==> src/rtl/pwrseq_pkg.sv <==
package pwrseq_pkg;

  typedef enum logic [2:0] {
    PS_OFF       = 3'd0,
    PS_RAMP_UP   = 3'd1,
    PS_ON        = 3'd2,
    PS_RAMP_DOWN = 3'd3,
    PS_BLEED     = 3'd4,
    PS_FAULT     = 3'd5
  } pwr_state_e;

endpackage

==> src/rtl/pwrseq_sync.sv <==
// Multi-stage synchroniser bank; STAGES must be at least 2.
module pwrseq_sync #(
  parameter int W      = 4,
  parameter int STAGES = 2
) (
  input  logic         clk,
  input  logic         rst,
  input  logic [W-1:0] d_i,
  output logic [W-1:0] q_o
);

  logic [STAGES-1:0][W-1:0] stg;

  always_ff @(posedge clk) begin
    if (rst) stg <= '0;
    else     stg <= {stg[STAGES-2:0], d_i};
  end

  assign q_o = stg[STAGES-1];

endmodule

==> src/rtl/pwrseq_railmask.sv <==
// Combinational helper: next enable masks and rail status summaries.
module pwrseq_railmask #(
  parameter int N_RAILS   = 4,
  parameter bit SEQUENCED = 1'b0
) (
  input  logic [N_RAILS-1:0] en_i,
  input  logic [N_RAILS-1:0] pg_i,
  output logic [N_RAILS-1:0] first_o,
  output logic [N_RAILS-1:0] up_o,
  output logic [N_RAILS-1:0] down_o,
  output logic               en_good_o,
  output logic               all_en_o,
  output logic               all_pg_o,
  output logic               off_settled_o
);

  localparam logic [N_RAILS-1:0] ALL_ONES = {N_RAILS{1'b1}};

  generate
    if (SEQUENCED) begin : g_seq
      // enables form a prefix of ones; grow at bit 0 side, shrink from top
      assign first_o = N_RAILS'(1);
      assign up_o    = {en_i[N_RAILS-2:0], 1'b1};
      assign down_o  = {1'b0, en_i[N_RAILS-1:1]};
    end else begin : g_all
      assign first_o = ALL_ONES;
      assign up_o    = ALL_ONES;
      assign down_o  = '0;
    end
  endgenerate

  assign en_good_o     = (pg_i & en_i) == en_i;
  assign all_en_o      = en_i == ALL_ONES;
  assign all_pg_o      = pg_i == ALL_ONES;
  assign off_settled_o = (pg_i & ~en_i) == '0;

endmodule

==> src/rtl/pwrseq_fsm.sv <==
module pwrseq_fsm
  import pwrseq_pkg::*;
#(
  parameter int N_RAILS      = 4,
  parameter int PG_TIMEOUT   = 1000,
  parameter int DISCH_CYCLES = 200
) (
  input  logic               clk,
  input  logic               rst,
  input  logic               ok_i,
  input  logic               fail_i,
  input  logic               run_i,
  input  logic [N_RAILS-1:0] first_i,
  input  logic [N_RAILS-1:0] up_i,
  input  logic [N_RAILS-1:0] down_i,
  input  logic               en_good_i,
  input  logic               all_en_i,
  input  logic               all_pg_i,
  input  logic               off_settled_i,
  output logic [N_RAILS-1:0] en_o,
  output logic               bleed_o,
  output logic               fault_o
);

  localparam int TMAX  = (PG_TIMEOUT > DISCH_CYCLES) ? PG_TIMEOUT : DISCH_CYCLES;
  localparam int TMR_W = $clog2(TMAX + 1);
  localparam logic [TMR_W-1:0] PG_LAST = TMR_W'(PG_TIMEOUT - 1);
  localparam logic [TMR_W-1:0] BL_LAST = TMR_W'(DISCH_CYCLES - 1);

  pwr_state_e       st;
  logic [TMR_W-1:0] tmr;
  logic             stop;

  assign stop = !run_i || fail_i || !ok_i;

  always_ff @(posedge clk) begin
    if (rst) begin
      st      <= PS_OFF;
      tmr     <= '0;
      en_o    <= '0;
      bleed_o <= 1'b0;
      fault_o <= 1'b0;
    end else begin
      unique case (st)
        PS_OFF: begin
          if (ok_i && !fail_i && run_i) begin
            st   <= PS_RAMP_UP;
            en_o <= first_i;
            tmr  <= '0;
          end
        end
        PS_RAMP_UP: begin
          if (stop) begin
            st  <= PS_RAMP_DOWN;
            tmr <= '0;
          end else if (en_good_i) begin
            tmr <= '0;
            if (all_en_i) st <= PS_ON;
            else          en_o <= up_i;
          end else if (tmr == PG_LAST) begin
            st      <= PS_BLEED;
            en_o    <= '0;
            bleed_o <= 1'b1;
            fault_o <= 1'b1;
            tmr     <= '0;
          end else begin
            tmr <= tmr + TMR_W'(1);
          end
        end
        PS_ON: begin
          if (stop) begin
            st  <= PS_RAMP_DOWN;
            tmr <= '0;
          end else if (!all_pg_i) begin
            st      <= PS_BLEED;
            en_o    <= '0;
            bleed_o <= 1'b1;
            fault_o <= 1'b1;
            tmr     <= '0;
          end
        end
        PS_RAMP_DOWN: begin
          if (off_settled_i || tmr == PG_LAST) begin
            tmr <= '0;
            if (en_o == '0) begin
              st      <= PS_BLEED;
              bleed_o <= 1'b1;
            end else begin
              en_o <= down_i;
            end
          end else begin
            tmr <= tmr + TMR_W'(1);
          end
        end
        PS_BLEED: begin
          if (tmr == BL_LAST) begin
            tmr     <= '0;
            bleed_o <= 1'b0;
            st      <= fault_o ? PS_FAULT : PS_OFF;
          end else begin
            tmr <= tmr + TMR_W'(1);
          end
        end
        PS_FAULT: begin
          if (!run_i) begin
            fault_o <= 1'b0;
            st      <= PS_OFF;
          end
        end
        default: st <= PS_OFF;
      endcase
    end
  end

endmodule

==> src/rtl/card_pwr_seq.sv <==
module card_pwr_seq #(
  parameter int N_RAILS      = 4,
  parameter int PG_TIMEOUT   = 1000,
  parameter int DISCH_CYCLES = 200,
  parameter bit SEQUENCED    = 1'b0,
  parameter int SYNC_STAGES  = 2
) (
  input  logic               clk,
  input  logic               rst,
  input  logic               aux_ok_i,
  input  logic               main_fail_i,
  input  logic               slot_rst_n_i,
  input  logic [N_RAILS-1:0] rail_pg_i,
  output logic [N_RAILS-1:0] rail_en_o,
  output logic               bleed_o,
  output logic               fault_o
);

  localparam int SW = N_RAILS + 3;

  logic [SW-1:0]      sync_q;
  logic               ok_s, fail_s, run_s;
  logic [N_RAILS-1:0] pg_s;
  logic [N_RAILS-1:0] first_m, up_m, down_m;
  logic               en_good, all_en, all_pg, off_settled;

  pwrseq_sync #(.W(SW), .STAGES(SYNC_STAGES)) u_sync (
    .clk (clk),
    .rst (rst),
    .d_i ({rail_pg_i, aux_ok_i, main_fail_i, slot_rst_n_i}),
    .q_o (sync_q)
  );

  assign {pg_s, ok_s, fail_s, run_s} = sync_q;

  pwrseq_railmask #(.N_RAILS(N_RAILS), .SEQUENCED(SEQUENCED)) u_mask (
    .en_i          (rail_en_o),
    .pg_i          (pg_s),
    .first_o       (first_m),
    .up_o          (up_m),
    .down_o        (down_m),
    .en_good_o     (en_good),
    .all_en_o      (all_en),
    .all_pg_o      (all_pg),
    .off_settled_o (off_settled)
  );

  pwrseq_fsm #(
    .N_RAILS      (N_RAILS),
    .PG_TIMEOUT   (PG_TIMEOUT),
    .DISCH_CYCLES (DISCH_CYCLES)
  ) u_fsm (
    .clk           (clk),
    .rst           (rst),
    .ok_i          (ok_s),
    .fail_i        (fail_s),
    .run_i         (run_s),
    .first_i       (first_m),
    .up_i          (up_m),
    .down_i        (down_m),
    .en_good_i     (en_good),
    .all_en_i      (all_en),
    .all_pg_i      (all_pg),
    .off_settled_i (off_settled),
    .en_o          (rail_en_o),
    .bleed_o       (bleed_o),
    .fault_o       (fault_o)
  );

endmodule

==> config.mk <==
export PLATFORM = sky130hd
export DESIGN_NAME = card_pwr_seq
export DESIGN_NICKNAME = d
export VERILOG_FILES = /design/src/rtl/pwrseq_pkg.sv /design/src/rtl/pwrseq_sync.sv /design/src/rtl/pwrseq_railmask.sv /design/src/rtl/pwrseq_fsm.sv /design/src/rtl/card_pwr_seq.sv
export SDC_FILE = /design/constraint.sdc
export NUM_CORES = 1
export LEC_CHECK = 0
export BUFFER_PORTS_ARGS = -buffer_cell sky130_fd_sc_hd__buf_2
export CAP_MARGIN = 20
export CORE_MARGIN = 4
export CORE_UTILIZATION = 52
export DETAILED_ROUTE_END_ITERATION = 10
export PLACE_DENSITY = 0.74
export SLEW_MARGIN = 25
export SYNTH_ARGS = -nofsm -noshare
export SYNTH_HDL_FRONTEND = slang
export SYNTH_SLANG_ARGS = --single-unit
==> constraint.sdc <==
create_clock -name clk -period 2 [get_ports clk]
set_clock_uncertainty 0.05 [all_clocks]
set_input_delay 0.6 -clock clk [delete_from_list [all_inputs] [get_ports clk]]
set_output_delay 0.6 -clock clk [all_outputs]
set_load 0.01 [all_outputs]
==> results.md <==
Status:
- The run finished, with violations left.
- The final reports fail on negative setup slack.

Logic synthesis:
- The number of nets produced by synthesis is 200.
- The synthesized netlist occupies a cell area of roughly 1600 sq um.
- Of the total synthesized cell area, the portion taken by XOR and XNOR cells is 0.01117.
- Synthesis handed over a netlist of 190 instances.
- Of the total synthesized cell area, the portion taken by full adders, half adders and majority gates is 0.01437.
- In the synthesized netlist the dominant register cell turns out to be sky130_fd_sc_hd__dfxtp_1.
- The main combinational cell family by area after synthesis is simple AND/OR/NAND/NOR gates.
- The number of enable flip-flop cells after synthesis is 0.
- In this run, synthesis produced a sequential element count of 30.
- The post-synthesis sequential area ratio is 0.3831.
- Averaged over all synthesized cells, the footprint is roughly 8.3 sq um.
- The share of the synthesized area in compound gates (AO/OA/AOI/OAI) is 0.2107.
- The simple logic cell fraction of the synthesized area is 0.3033.
- Of the post-synthesis cell area, the part taken by muxes is 0.01915.
- The Yosys step of the flow raised 0 warnings.
- Counting flops with an async set or reset pin after synthesis yields a share of 0.
- Synthesis instantiated 50 different standard cells from the library.

Place:
- The HPWL after detailed placement is approximately 2800 um.
- Counting tap cells, the placed design contains a total of 241 instances.
- The count of port buffers added during placement is 14.
- The congestion estimate from routability-driven global placement came to 0.9026.

Clock network:
- The cell chosen for the clock root is sky130_fd_sc_hd__clkbuf_4.
- Clock-pin slew was measured on the worst setup and hold paths at 0.10 ns.
- The total number of H-tree levels is 2.
- The hold buffer count at cts is 0.
- The clock insertion delay at the later pin of the skew report is 0.34 ns.
- The tree built by TritonCTS fans out to 30 sinks.
- The number of buffers on the longest clock path is 2.
- The number of buffers created by CTS is 5.
- The CTS tree is done.

Cells and area:
- The count of fill cells added during filler insertion is 230.
- The post-layout utilization of the core is 0.7059.
- The number of antenna cells inserted is 0.
- The count of nets after finishing is around 230.
- Compared with the post-synthesis result, the final layout area differs by 27.37%.
- In the final layout, the share of cells above drive strength 1 is 0.2902.
- In the final layout, flip-flops and latches occupy ~600 sq um.
- The most frequent standard cell in the layout excluding fill and tap cells is sky130_fd_sc_hd__dfxtp_1.
- In the layout the commonest cells are sky130_fd_sc_hd__dfxtp_1 (27), sky130_fd_sc_hd__buf_4 (22), sky130_fd_sc_hd__nand2_1 (17).
- The area occupied by multi-input gates is approximately 940 sq um.
- Once layout is complete, the cells apart from fillers number about 260.

Pwr:
- The total chip power is ~2.1 mW.
- In this run the static leakage power is ~0.79 nW.
- The ratio of total power to cell area is around 1000 nW/um^2.
- The worst supply voltage drop on vdd is 0.0007382 V.

Routing:
- For this run, the detailed router's first-pass iteration total came to 4.
- The routed wire length is 4182 um.
- The remaining antenna violation count is 0.
- The routed layout has roughly 1600 vias.
- In the routed layout, each cell is associated on average with a via count of roughly 6.1.
- The routed length per instance is ~16 um.
- In this run, the number of DRC markers left after iteration 0 of detailed routing was around 120.
- For this run, design rule violations remaining after detail routing come to 0.

GRT:
- The wire length of the first global-routing pass is 6755 um.
- For this run, the total global-route usage over all layers was measured as 0.2147.
- The initial antenna violation count is 0.
- The aggregate global routing overflow is 0.
- The largest net degree at the start of global routing is 26.
- The number of global-route vias before repair is 1500.

Critical path:
- The kind of start point of the critical path is a flip-flop.
- STA puts the critical path data required time at about 2.2 ns.
- STA classifies the critical path endpoint as a flip-flop.
- At the worst endpoint, the arrival time is 2.28 ns.
- Of all nets on the critical path, the largest fanout is 5.
- By startpoint and endpoint, the worst setup path is classified as flip-flop to flip-flop.

Flow run:
- The tool flagged a number of max-cap violations equal to 0.

Timing:
- Setup repair after global routing could not meet its margin everywhere.
- The period utilization is 1.043.
- The maximum clock frequency is roughly 0.48 GHz.
- Measured against its own limit, the worst slew margin works out to 0.6429.
- The worst hold-check slack is about 0.38 ns.
- The final hold violation count came to 0.
- Setup violations remaining at the end of the flow were counted as 3.
- The routed design could run at a clock period as short as roughly 2.1 ns.
- The smallest setup slack after layout is -0.08602 ns.
- The slew at the pin closest to its max-slew limit is approximately 0.53 ns.
- The final count of pins violating max slew came to 0.

Floorplan:
- The I/O pin count is 15.
- The floorplan die width is ~63 um.
- The chip height is 62.91 um.
- After floorplanning, the core was divided into 19 placement rows.
- The initial utilization of the core area, before any placement, comes to 0.5542.
- The area of the core is around 2800 sq um.
- The floorplan die area is a little under 4000 sq um.

Min path:
- The path type of the worst min-delay path is flip-flop to flip-flop.
per-stage QoR:
step                TNS (ns)  setup slack (ns)  cell area [sq um]
floorplan           -0.01132          -0.01132               1579
global placement     -0.2373          -0.05250               1769
detailed placement   -0.9004           -0.1321               1769
CTS                  -0.1155          -0.08759               1926
global route         -0.8274           -0.1481               1997
finish               -0.1504          -0.08602               1997
repair_timing:
| item | in CTS | in global routing |
|---|---|---|
| gates resized for setup | 6 | 20 |
| setup endpoints to repair | 10 | 14 |
| setup buffers | 2 | 2 |
| pin swaps | 2 | 11 |
| gates cloned | 0 | 2 |
layout make-up:
type | count | share of cell area
Clock buffer | 6 | 0.02569
Inverter | 7 | 0.01316
Tap cell | 31 | 0.01942
Multi-Input combinational cell | 139 | 0.4718
Sequential cell | 30 | 0.3026
Clock inverter | 2 | 0.03008
Timing Repair Buffer | 40 | 0.1372
per-layer routing:
layer  track usage  vias to the layer above  routed length (um)
met4        0.1212                        0                 120
met5             0                        -                   0
met2        0.3518                       64                2075
met3       0.05935                       12                 276
li1              -                      746                   -
met1        0.2495                      738                1710
worst max-delay path, stage by stage (launching register included):
cell and delay, ns:
sky130_fd_sc_hd__dfxtp_2 0.34, sky130_fd_sc_hd__or4_4 0.55, sky130_fd_sc_hd__a22oi_2 0.23, sky130_fd_sc_hd__o211ai_4 0.12
sky130_fd_sc_hd__or4b_1 0.49, sky130_fd_sc_hd__a32o_1 0.22
state kept, by name, summed over array words and instances, names as in the netlist:
signal,cells
u_fsm.tmr,10
u_sync.q_o,7
u_sync.stg,7
u_fsm.st,3
u_fsm.bleed_o,1
u_fsm.en_o,1
u_fsm.fault_o,1
synthesized netlist by cell type, drive strengths merged (2+ instances only):
| master | count | area, sq um |
|---|---|---|
| inv | 7 | 26.28 |
| nor2b | 15 | 93.84 |
| nor3b | 4 | 30.03 |
| nor3 | 5 | 25.02 |
| o211ai | 7 | 57.55 |
| mux2i | 3 | 30.03 |
| and3 | 6 | 37.54 |
| nand3 | 5 | 25.02 |
| nor2 | 8 | 30.03 |
| xnor2 | 2 | 17.52 |
| clkbuf | 9 | 33.78 |
| a21oi | 7 | 35.03 |
| a41oi | 2 | 17.52 |
| nand2b | 4 | 25.02 |
| nand4b | 2 | 17.52 |
| buf | 5 | 31.27 |
| or2 | 3 | 18.77 |
| nor4 | 4 | 25.02 |
| nand4 | 2 | 12.51 |
| o21ai | 18 | 90.09 |
| a211oi | 2 | 15.01 |
| dfxtp | 30 | 600.6 |
| nand2 | 17 | 63.81 |
final timing paths:
kind	start	endpoint	slack [ns]	cells after the start
worst max-delay path	u_sync.q_o[3]	u_fsm.st[2]	-0.09	5
worst min-delay path	u_sync.stg[1]	u_sync.q_o[1]	0.38	1
worst max register to register	u_sync.q_o[3]	u_fsm.st[2]	-0.09	5
worst min register to register	u_sync.stg[1]	u_sync.q_o[1]	0.38	1
kinds of logic (layout without fill, tap and decap cells):
kind of cell               Yosys count  count (layout)
adders and majority gates            2               2
AOI/OAI and AO/OA                   49              49
xor gates and xnor gates             2               2
muxes                                3               3
and+or+nand+nor                     83              83
DFF                                 30              30
buffers and inverters               21              55
power breakdown:
group,internal (mW),switching (mW),leakage (nW)
sequential,0.654,0.0400,0.247
clock,0.423,0.216,0.0585
combinational,0.352,0.410,0.487
No activity file was read; power rests on OpenSTA's default activity.
